===== src/rtl/nrx_pkg.sv =====
package nrx_pkg;
  localparam int NIB_W = 4;

  typedef enum logic [1:0] {
    S_IDLE  = 2'd0,
    S_WLOW  = 2'd1,
    S_WHIGH = 2'd2,
    S_PUSH  = 2'd3
  } nrx_state_t;

  // Status lines to nibble: bit0 fault, bit1 select, bit2 paper error, bit3 busy level
  function automatic logic [NIB_W-1:0] status_nibble(input logic bsy, input logic pe,
                                                     input logic sel, input logic flt);
    return {bsy, pe, sel, flt};
  endfunction
endpackage


===== src/rtl/nrx_sync.sv =====
module nrx_sync #(
  parameter int W = 5,
  parameter int STAGES = 2,
  parameter logic [W-1:0] RST_VAL = '0
) (
  input  logic         clk,
  input  logic         rst,
  input  logic [W-1:0] d_in,
  output logic [W-1:0] d_out
);
  logic [W-1:0] stage_q [STAGES];

  for (genvar s = 0; s < STAGES; s++) begin : g_stage
    if (s == 0) begin : g_first
      always_ff @(posedge clk) begin
        if (rst) stage_q[0] <= RST_VAL;
        else     stage_q[0] <= d_in;
      end
    end else begin : g_next
      always_ff @(posedge clk) begin
        if (rst) stage_q[s] <= RST_VAL;
        else     stage_q[s] <= stage_q[s-1];
      end
    end
  end

  assign d_out = stage_q[STAGES-1];
endmodule


===== src/rtl/nrx_timer.sv =====
module nrx_timer #(
  parameter int LONG_LIM  = 2000,
  parameter int SHORT_LIM = 16
) (
  input  logic clk,
  input  logic rst,
  input  logic clr,
  input  logic use_long,
  output logic expired
);
  localparam int TW = $clog2(LONG_LIM + 1);
  localparam logic [TW-1:0] LONG_V  = TW'(LONG_LIM);
  localparam logic [TW-1:0] SHORT_V = TW'(SHORT_LIM);

  logic [TW-1:0] cnt_q;

  assign expired = cnt_q >= (use_long ? LONG_V : SHORT_V);

  always_ff @(posedge clk) begin
    if (rst || clr)    cnt_q <= '0;
    else if (!expired) cnt_q <= cnt_q + 1'b1;
  end
endmodule


===== src/rtl/nrx_ctrl.sv =====
module nrx_ctrl
  import nrx_pkg::*;
#(
  parameter int CNT_W = 8
) (
  input  logic             clk,
  input  logic             rst,
  input  logic             start,
  input  logic [CNT_W-1:0] byte_count,
  input  logic             ack_s,
  input  logic [NIB_W-1:0] nib_s,
  input  logic             out_ready,
  input  logic             tmr_exp,
  output logic             tmr_clr,
  output logic             tmr_long,
  output logic             n_autofd,
  output logic [7:0]       out_data,
  output logic             out_valid,
  output logic             xfer_busy,
  output logic             done,
  output logic             err,
  output logic [CNT_W-1:0] delivered
);
  nrx_state_t       state;
  logic             second;
  logic [NIB_W-1:0] lo_q, hi_q;
  logic [CNT_W-1:0] target;
  logic             advance;
  logic [CNT_W-1:0] deliv_nx;

  always_comb begin
    case (state)
      S_WLOW:  advance = !ack_s;
      S_WHIGH: advance = ack_s;
      default: advance = 1'b0;
    endcase
  end

  assign tmr_clr   = !(state == S_WLOW || state == S_WHIGH) || advance;
  assign tmr_long  = (state == S_WLOW) && !second;
  assign xfer_busy = (state != S_IDLE);
  assign deliv_nx  = delivered + 1'b1;

  always_ff @(posedge clk) begin
    if (rst) begin
      state     <= S_IDLE;
      second    <= 1'b0;
      lo_q      <= '0;
      hi_q      <= '0;
      target    <= '0;
      n_autofd  <= 1'b1;
      out_data  <= '0;
      out_valid <= 1'b0;
      done      <= 1'b0;
      err       <= 1'b0;
      delivered <= '0;
    end else begin
      done <= 1'b0;
      err  <= 1'b0;
      case (state)
        S_IDLE: begin
          if (start) begin
            delivered <= '0;
            if (byte_count == '0) begin
              done <= 1'b1;
            end else begin
              target   <= byte_count;
              second   <= 1'b0;
              n_autofd <= 1'b0;
              state    <= S_WLOW;
            end
          end
        end
        S_WLOW: begin
          if (advance) begin
            if (second) hi_q <= nib_s;
            else        lo_q <= nib_s;
            n_autofd <= 1'b1;
            state    <= S_WHIGH;
          end else if (tmr_exp) begin
            n_autofd <= 1'b1;
            done     <= 1'b1;
            err      <= 1'b1;
            state    <= S_IDLE;
          end
        end
        S_WHIGH: begin
          if (advance) begin
            if (!second) begin
              second   <= 1'b1;
              n_autofd <= 1'b0;
              state    <= S_WLOW;
            end else begin
              out_data  <= {hi_q, lo_q};
              out_valid <= 1'b1;
              state     <= S_PUSH;
            end
          end else if (tmr_exp) begin
            done  <= 1'b1;
            err   <= 1'b1;
            state <= S_IDLE;
          end
        end
        S_PUSH: begin
          if (out_ready) begin
            out_valid <= 1'b0;
            delivered <= deliv_nx;
            if (deliv_nx == target) begin
              done  <= 1'b1;
              state <= S_IDLE;
            end else begin
              second   <= 1'b0;
              n_autofd <= 1'b0;
              state    <= S_WLOW;
            end
          end
        end
        default: state <= S_IDLE;
      endcase
    end
  end

  AST_RAISE_AFTER_ACK: assert property (@(posedge clk) disable iff (rst)
    (state == S_WLOW && !ack_s) |=> n_autofd);
  AST_VALID_HOLD: assert property (@(posedge clk) disable iff (rst)
    (out_valid && !out_ready) |=> (out_valid && $stable(out_data)));
  AST_NO_REQ_WHILE_VALID: assert property (@(posedge clk) disable iff (rst)
    out_valid |-> n_autofd);
  AST_REQ_ONLY_IN_XFER: assert property (@(posedge clk) disable iff (rst)
    !n_autofd |-> (state == S_WLOW));
  AST_DELIV_BOUND: assert property (@(posedge clk) disable iff (rst)
    (state != S_IDLE) |-> (delivered < target));
  AST_DONE_PULSE: assert property (@(posedge clk) disable iff (rst)
    done |=> !done);
  AST_ERR_WITH_DONE: assert property (@(posedge clk) disable iff (rst)
    err |-> (done && n_autofd));
endmodule


===== src/rtl/nib_rx.sv =====
module nib_rx
  import nrx_pkg::*;
#(
  parameter int CNT_W       = 8,
  parameter int IDLE_LIMIT  = 2000,
  parameter int RESP_LIMIT  = 16,
  parameter int SYNC_STAGES = 2
) (
  input  logic             clk,
  input  logic             rst,
  input  logic             start,
  input  logic [CNT_W-1:0] byte_count,
  output logic [7:0]       out_data,
  output logic             out_valid,
  input  logic             out_ready,
  output logic             xfer_busy,
  output logic             done,
  output logic             err,
  output logic [CNT_W-1:0] delivered,
  output logic             n_autofd,
  output logic             n_selectin,
  output logic             n_strobe,
  input  logic             st_nack,
  input  logic             st_busy,
  input  logic             st_perror,
  input  logic             st_select,
  input  logic             st_nfault
);
  localparam int SW = NIB_W + 1;

  logic [SW-1:0]    raw_lines, sync_lines;
  logic             tmr_clr, tmr_long, tmr_exp;

  assign raw_lines  = {st_nack, status_nibble(st_busy, st_perror, st_select, st_nfault)};
  assign n_selectin = 1'b1;
  assign n_strobe   = 1'b1;

  nrx_sync #(
    .W(SW), .STAGES(SYNC_STAGES), .RST_VAL({1'b1, {NIB_W{1'b0}}})
  ) u_sync (
    .clk(clk), .rst(rst), .d_in(raw_lines), .d_out(sync_lines)
  );

  nrx_timer #(
    .LONG_LIM(IDLE_LIMIT), .SHORT_LIM(RESP_LIMIT)
  ) u_timer (
    .clk(clk), .rst(rst), .clr(tmr_clr), .use_long(tmr_long), .expired(tmr_exp)
  );

  nrx_ctrl #(
    .CNT_W(CNT_W)
  ) u_ctrl (
    .clk(clk), .rst(rst), .start(start), .byte_count(byte_count),
    .ack_s(sync_lines[NIB_W]), .nib_s(sync_lines[NIB_W-1:0]),
    .out_ready(out_ready), .tmr_exp(tmr_exp),
    .tmr_clr(tmr_clr), .tmr_long(tmr_long),
    .n_autofd(n_autofd), .out_data(out_data), .out_valid(out_valid),
    .xfer_busy(xfer_busy), .done(done), .err(err), .delivered(delivered)
  );
endmodule


===== config.mk =====
export PLATFORM = sky130hd
export DESIGN_NAME = nib_rx
export DESIGN_NICKNAME = d
export VERILOG_FILES = /design/src/rtl/nrx_pkg.sv /design/src/rtl/nrx_sync.sv /design/src/rtl/nrx_timer.sv /design/src/rtl/nrx_ctrl.sv /design/src/rtl/nib_rx.sv
export SDC_FILE = /design/constraint.sdc
export NUM_CORES = 1
export LEC_CHECK = 0
export BUFFER_PORTS_ARGS = -buffer_cell sky130_fd_sc_hd__buf_4
export CORE_MARGIN = 2
export CORE_UTILIZATION = 40
export DETAILED_ROUTE_END_ITERATION = 6
export PLACE_DENSITY = 0.65
export SLEW_MARGIN = 10
export SYNTH_ARGS = -nofsm -noshare
export SYNTH_HDL_FRONTEND = slang
export SYNTH_SLANG_ARGS = --single-unit

===== constraint.sdc =====
create_clock -name clk -period 5.1 [get_ports clk]
set_clock_uncertainty 0.15 [all_clocks]
set_input_delay 0.255 -clock clk [delete_from_list [all_inputs] [get_ports clk]]
set_output_delay 0.255 -clock clk [all_outputs]
set_load 0.005 [all_outputs]

==> impl_summary.md <==
Worst setup path
The worst register-to-register path has a setup slack of between 2 and 2.5 ns. The startpoint of the lowest-slack register-to-register path is u_ctrl.state[1]. The startpoint-to-endpoint class of the critical path is flop to flop.

In this run the worst path has a maximum fanout of 8. The number of cells on the worst reg-to-reg path is 10. The data arrival time at the worst-slack endpoint is around 3 ns. For the worst setup path, the data required time is 5.16 ns.

STA classifies the critical path startpoint as a flop. The worst register-to-register path ends at u_timer.cnt_q[10]. The worst setup path is captured at a flop.

Clock network
The CTS buffer count is 9. The CTS clock-pin slew for the worst setup and hold paths is around 0.070 ns. Buffers added to address setup during post-CTS repair amount to 0.

After clock tree synthesis, the repair step resized 0 gates. Clock tree synthesis selected as its root buffer the cell sky130_fd_sc_hd__clkbuf_8. At the later pin of the worst-skew pair, clock insertion delay measures between 0.3 and 0.4 ns. The number of buffers inserted for hold repair after clock tree synthesis is 7. The count of H-tree levels built during CTS is 3. The clock drives 60 sinks. The maximum count of clock buffers along a single path is 2. The TritonCTS clock tree is built.

Placed design
Summed over all nets, the half-perimeter wirelength after detailed placement is between 4000 and 5000 um. During placement, the flow inserted port buffers numbering 37. Once placement completed, the tool counted placed cells totaling between 400 and 500.

The placer congestion estimate is 0.8230.

Cells and area
The fraction of layout cells with a size suffix above 1 is 16.41%. Excluding fillers, the count of instances in the completed layout stands at around 480. Measured on the finished design, the core utilization comes to 49.66%. The area growth from synthesis to layout is 21.04%. The number of antenna cells inserted is 0. The layout net count is 410.

Floorplanning
The floorplan step defined a die boundary enclosing 8062 sq um. The starting density of the core is roughly two fifths. The die is 89.79 um tall. In this run the core area contains 31 standard-cell rows. For this design the top-level I/O count stands at 40.

The die width is 89.79 um. The core region is 7176 sq um.

Synth
The synthesized netlist occupies a cell area of 2944 sq um. The number of enable-type register cells in the synthesized netlist is 0. The post-synthesis share of cell area spent on full adders, half adders and majority gates is 5.950%. The post-synthesis sequential area ratio is 40.80%. The share of async-settable or async-resettable flops after synthesis is 0%. The number of distinct library cells after synthesis is 49. After technology mapping, the gate count stands at 337. The post-synthesis share of cell area spent on and, or, nand and nor gates is 22.82%. The compound-cell area share of the yosys netlist is between 10 and 15%. After synthesis, the largest family of logic cells by area is simple AND/OR/NAND/NOR gates. The main flop type after synthesis is sky130_fd_sc_hd__dfxtp_1. Each instance of the synthesized netlist takes up on average 8.736 sq um. The post-synthesis mux area share is 6.502%. The Yosys step of the flow raised 0 warnings. The synthesized design contains 60 register bits. After Yosys synthesis, XOR and XNOR cells account for 5.950% of the synthesized area.

STA
The measured slew at the worst slew-check pin is approximately 0.88 ns. The smallest clock period supported by the final layout is computed as 2.897 ns. The count of endpoints failing hold in the final timing report is 0. The setup total negative slack is 0 ns. Setup repair after global routing left no endpoint under its margin.

Setup violations remaining at the end of the flow were counted as 0. The achievable clock frequency is 0.3451 GHz. The period utilization is 56.81%. Headroom to the max-slew limit came out at between 40% and 50%. The final-report max-slew violation count is 0.

Worst hold path
The sink of the worst hold path is u_ctrl.target[6]. The worst hold path depth is 3. The launch point of the worst hold path is byte_count[6].

The min-delay analysis places its worst path in the category input port to flop.

Global routing
The global routing stage identified its most utilized layer as met2. The total global routing overflow is 0. The global-route wire length before repair is 10160 um. Across every metal layer, demand over resource in global routing totals between 10% and 20%. The pin count of the biggest net entering global routing is 50.

The routing usage on met3 is 4.946%. The number of global-route vias before repair is 2153. For met2 alone, demand over resource in global routing was around 23%.

The met1 track utilization from global routing is 20.42%. The initial antenna violation count is 0.

Run status
The flow ran to the end, and the final reports show no timing, DRC or antenna violations.

Route
Dividing the detail-routed via count by the number of cells gives 4.983. The final layout contains routed wiring with a total length of 6061 um. The detailed router's first-iteration violation count is 133. Across all layers, the routed design uses 2407 vias.

The first TritonRoute pass finished after 4 iterations. The detail-routed net length per standard cell is 12.55 um. The final antenna-violating net count is 0. After detailed routing, the number of remaining DRC violations is 0.

Job
Max-cap violations in this run came to 0.

Power
The power per cell area is 290.1 nW/um^2. Total power for the finished layout comes to 1034 uW. For this design the static power due to leakage is 0.001403 uW.

The highest ir drop seen on vdd is ~170 uV.
[sequential cells by signal, summed over array words and instances, names as in the netlist]
| signal | flops |
|---|---|
| u_ctrl.delivered | 8 |
| u_ctrl.done | 1 |
| u_ctrl.err | 1 |
| u_ctrl.hi_q | 4 |
| u_ctrl.lo_q | 4 |
| u_ctrl.n_autofd | 1 |
| u_ctrl.out_data | 8 |
| u_ctrl.out_valid | 1 |
| u_ctrl.second | 1 |
| u_ctrl.state | 2 |
| u_ctrl.target | 8 |
| u_sync.stage_q | 10 |
| u_timer.cnt_q | 11 |
[how the worst max path moves through the flow]
stage                     from                 to  cells past startpoint
2_1_floorplan  u_ctrl.state[1]  u_timer.cnt_q[10]                     11
3_3_place_gp   u_ctrl.state[1]  u_timer.cnt_q[10]                     10
3_5_place_dp   u_ctrl.state[1]  u_timer.cnt_q[10]                     10
4_1_cts        u_ctrl.state[1]  u_timer.cnt_q[10]                     10
5_1_grt        u_ctrl.state[1]  u_timer.cnt_q[10]                     10
6_report       u_ctrl.state[1]  u_timer.cnt_q[10]                     10
[where the power goes]
part	switching, uW	internal, uW
clock network	202	229
logic	61.3	50.8
registers	9.51	482
[cells in the final DEF, fill, tap and decap left out, types with 4 or more instances in the layout]
cell type	instances
sky130_fd_sc_hd__a221oi_1	4
sky130_fd_sc_hd__inv_1	13
sky130_fd_sc_hd__a21oi_1	25
sky130_fd_sc_hd__nand2_1	29
sky130_fd_sc_hd__nand2b_1	5
sky130_fd_sc_hd__ha_1	14
sky130_fd_sc_hd__nand4_1	4
sky130_fd_sc_hd__or3_1	6
sky130_fd_sc_hd__clkbuf_8	9
sky130_fd_sc_hd__nor3_1	8
sky130_fd_sc_hd__dfxtp_1	60
sky130_fd_sc_hd__nand3_1	11
sky130_fd_sc_hd__o21ai_0	9
sky130_fd_sc_hd__xnor2_1	17
sky130_fd_sc_hd__nor2b_1	14
sky130_fd_sc_hd__mux2i_1	18
sky130_fd_sc_hd__buf_4	37
sky130_fd_sc_hd__nor2_1	39
sky130_fd_sc_hd__dlygate4sd3_1	8
[kinds of logic after synthesis]
| family | Yosys count |
|---|---|
| AOI/OAI and AO/OA | 61 |
| xor gates and xnor gates | 20 |
| adders and majority gates | 14 |
| buffers and inverters | 28 |
| DFF | 60 |
| muxes | 19 |
| other | 1 |
| and+or+nand+nor | 134 |
[cell type report]
cell class / count / area, sq um
timing repair buffer: 45 / 357.8
fill: 682 / 3612
inverter: 13 / 48.80
sequential: 60 / 1201
tap: 99 / 123.9
multi-input combinational: 250 / 1633
clock inverter: 7 / 75.07
clock buffer: 9 / 123.9
[cell usage after synthesis, types with 2 or more instances]
library cell	count	area, sq um
sky130_fd_sc_hd__mux2i_1	18	180.2
sky130_fd_sc_hd__nor2b_1	14	87.58
sky130_fd_sc_hd__nand2b_1	5	31.28
sky130_fd_sc_hd__or3_1	6	37.54
sky130_fd_sc_hd__clkbuf_1	12	45.04
sky130_fd_sc_hd__nand2_1	29	108.9
sky130_fd_sc_hd__nor3_1	8	40.04
sky130_fd_sc_hd__a221oi_1	4	35.03
sky130_fd_sc_hd__or2_2	3	18.77
sky130_fd_sc_hd__nand3b_1	2	15.01
sky130_fd_sc_hd__o22ai_1	2	12.51
sky130_fd_sc_hd__ha_1	14	175.2
sky130_fd_sc_hd__buf_4	2	15.01
sky130_fd_sc_hd__nand4_1	4	25.02
sky130_fd_sc_hd__a21o_1	2	15.01
sky130_fd_sc_hd__inv_1	13	48.80
sky130_fd_sc_hd__xor2_1	3	26.28
sky130_fd_sc_hd__and4_1	2	17.52
sky130_fd_sc_hd__o21a_1	2	15.01
sky130_fd_sc_hd__xnor2_1	17	148.9
sky130_fd_sc_hd__dfxtp_1	60	1201
sky130_fd_sc_hd__nor4_1	3	18.77
sky130_fd_sc_hd__o21ai_0	9	45.04
sky130_fd_sc_hd__nor4_2	2	25.02
sky130_fd_sc_hd__o211a_1	2	20.02
sky130_fd_sc_hd__nor2_1	39	146.4
sky130_fd_sc_hd__a21oi_1	25	125.1
sky130_fd_sc_hd__o21ai_1	3	15.01
sky130_fd_sc_hd__nor3b_1	2	15.01
sky130_fd_sc_hd__nand3_1	11	55.05
[worst max-delay path: stages (launching register included)]
cell and delay [ns]:
sky130_fd_sc_hd__dfxtp_1 0.34, sky130_fd_sc_hd__inv_1 0.13, sky130_fd_sc_hd__ha_1 0.30, sky130_fd_sc_hd__nand2_1 0.18
sky130_fd_sc_hd__ha_1 0.24, sky130_fd_sc_hd__or3_1 0.35, sky130_fd_sc_hd__a221oi_4 0.37, sky130_fd_sc_hd__o211ai_4 0.17
sky130_fd_sc_hd__nor4_2 0.34, sky130_fd_sc_hd__xnor2_1 0.15, sky130_fd_sc_hd__nor2_1 0.05
[through the flow]
stage	hold slack, ns	setup WS (ns)	cell area, sq um
after floorplan	0.2088	2.347	2948
after global placement	0.2445	2.288	3284
after detailed placement	0.2509	2.214	3284
after CTS	0.0005744	2.173	3553
after global routing	0.02136	1.975	3563
final	0.02266	2.203	3563
[layer usage]
metal | part of all wire (%) | wire length (um)
met1 | 48 | 2922
met3 | 4.7 | 285
met4 | 1.6 | 99
met2 | 45 | 2753
met5 | 0 | 0
Note: power is estimated with default switching activity, not from simulation.
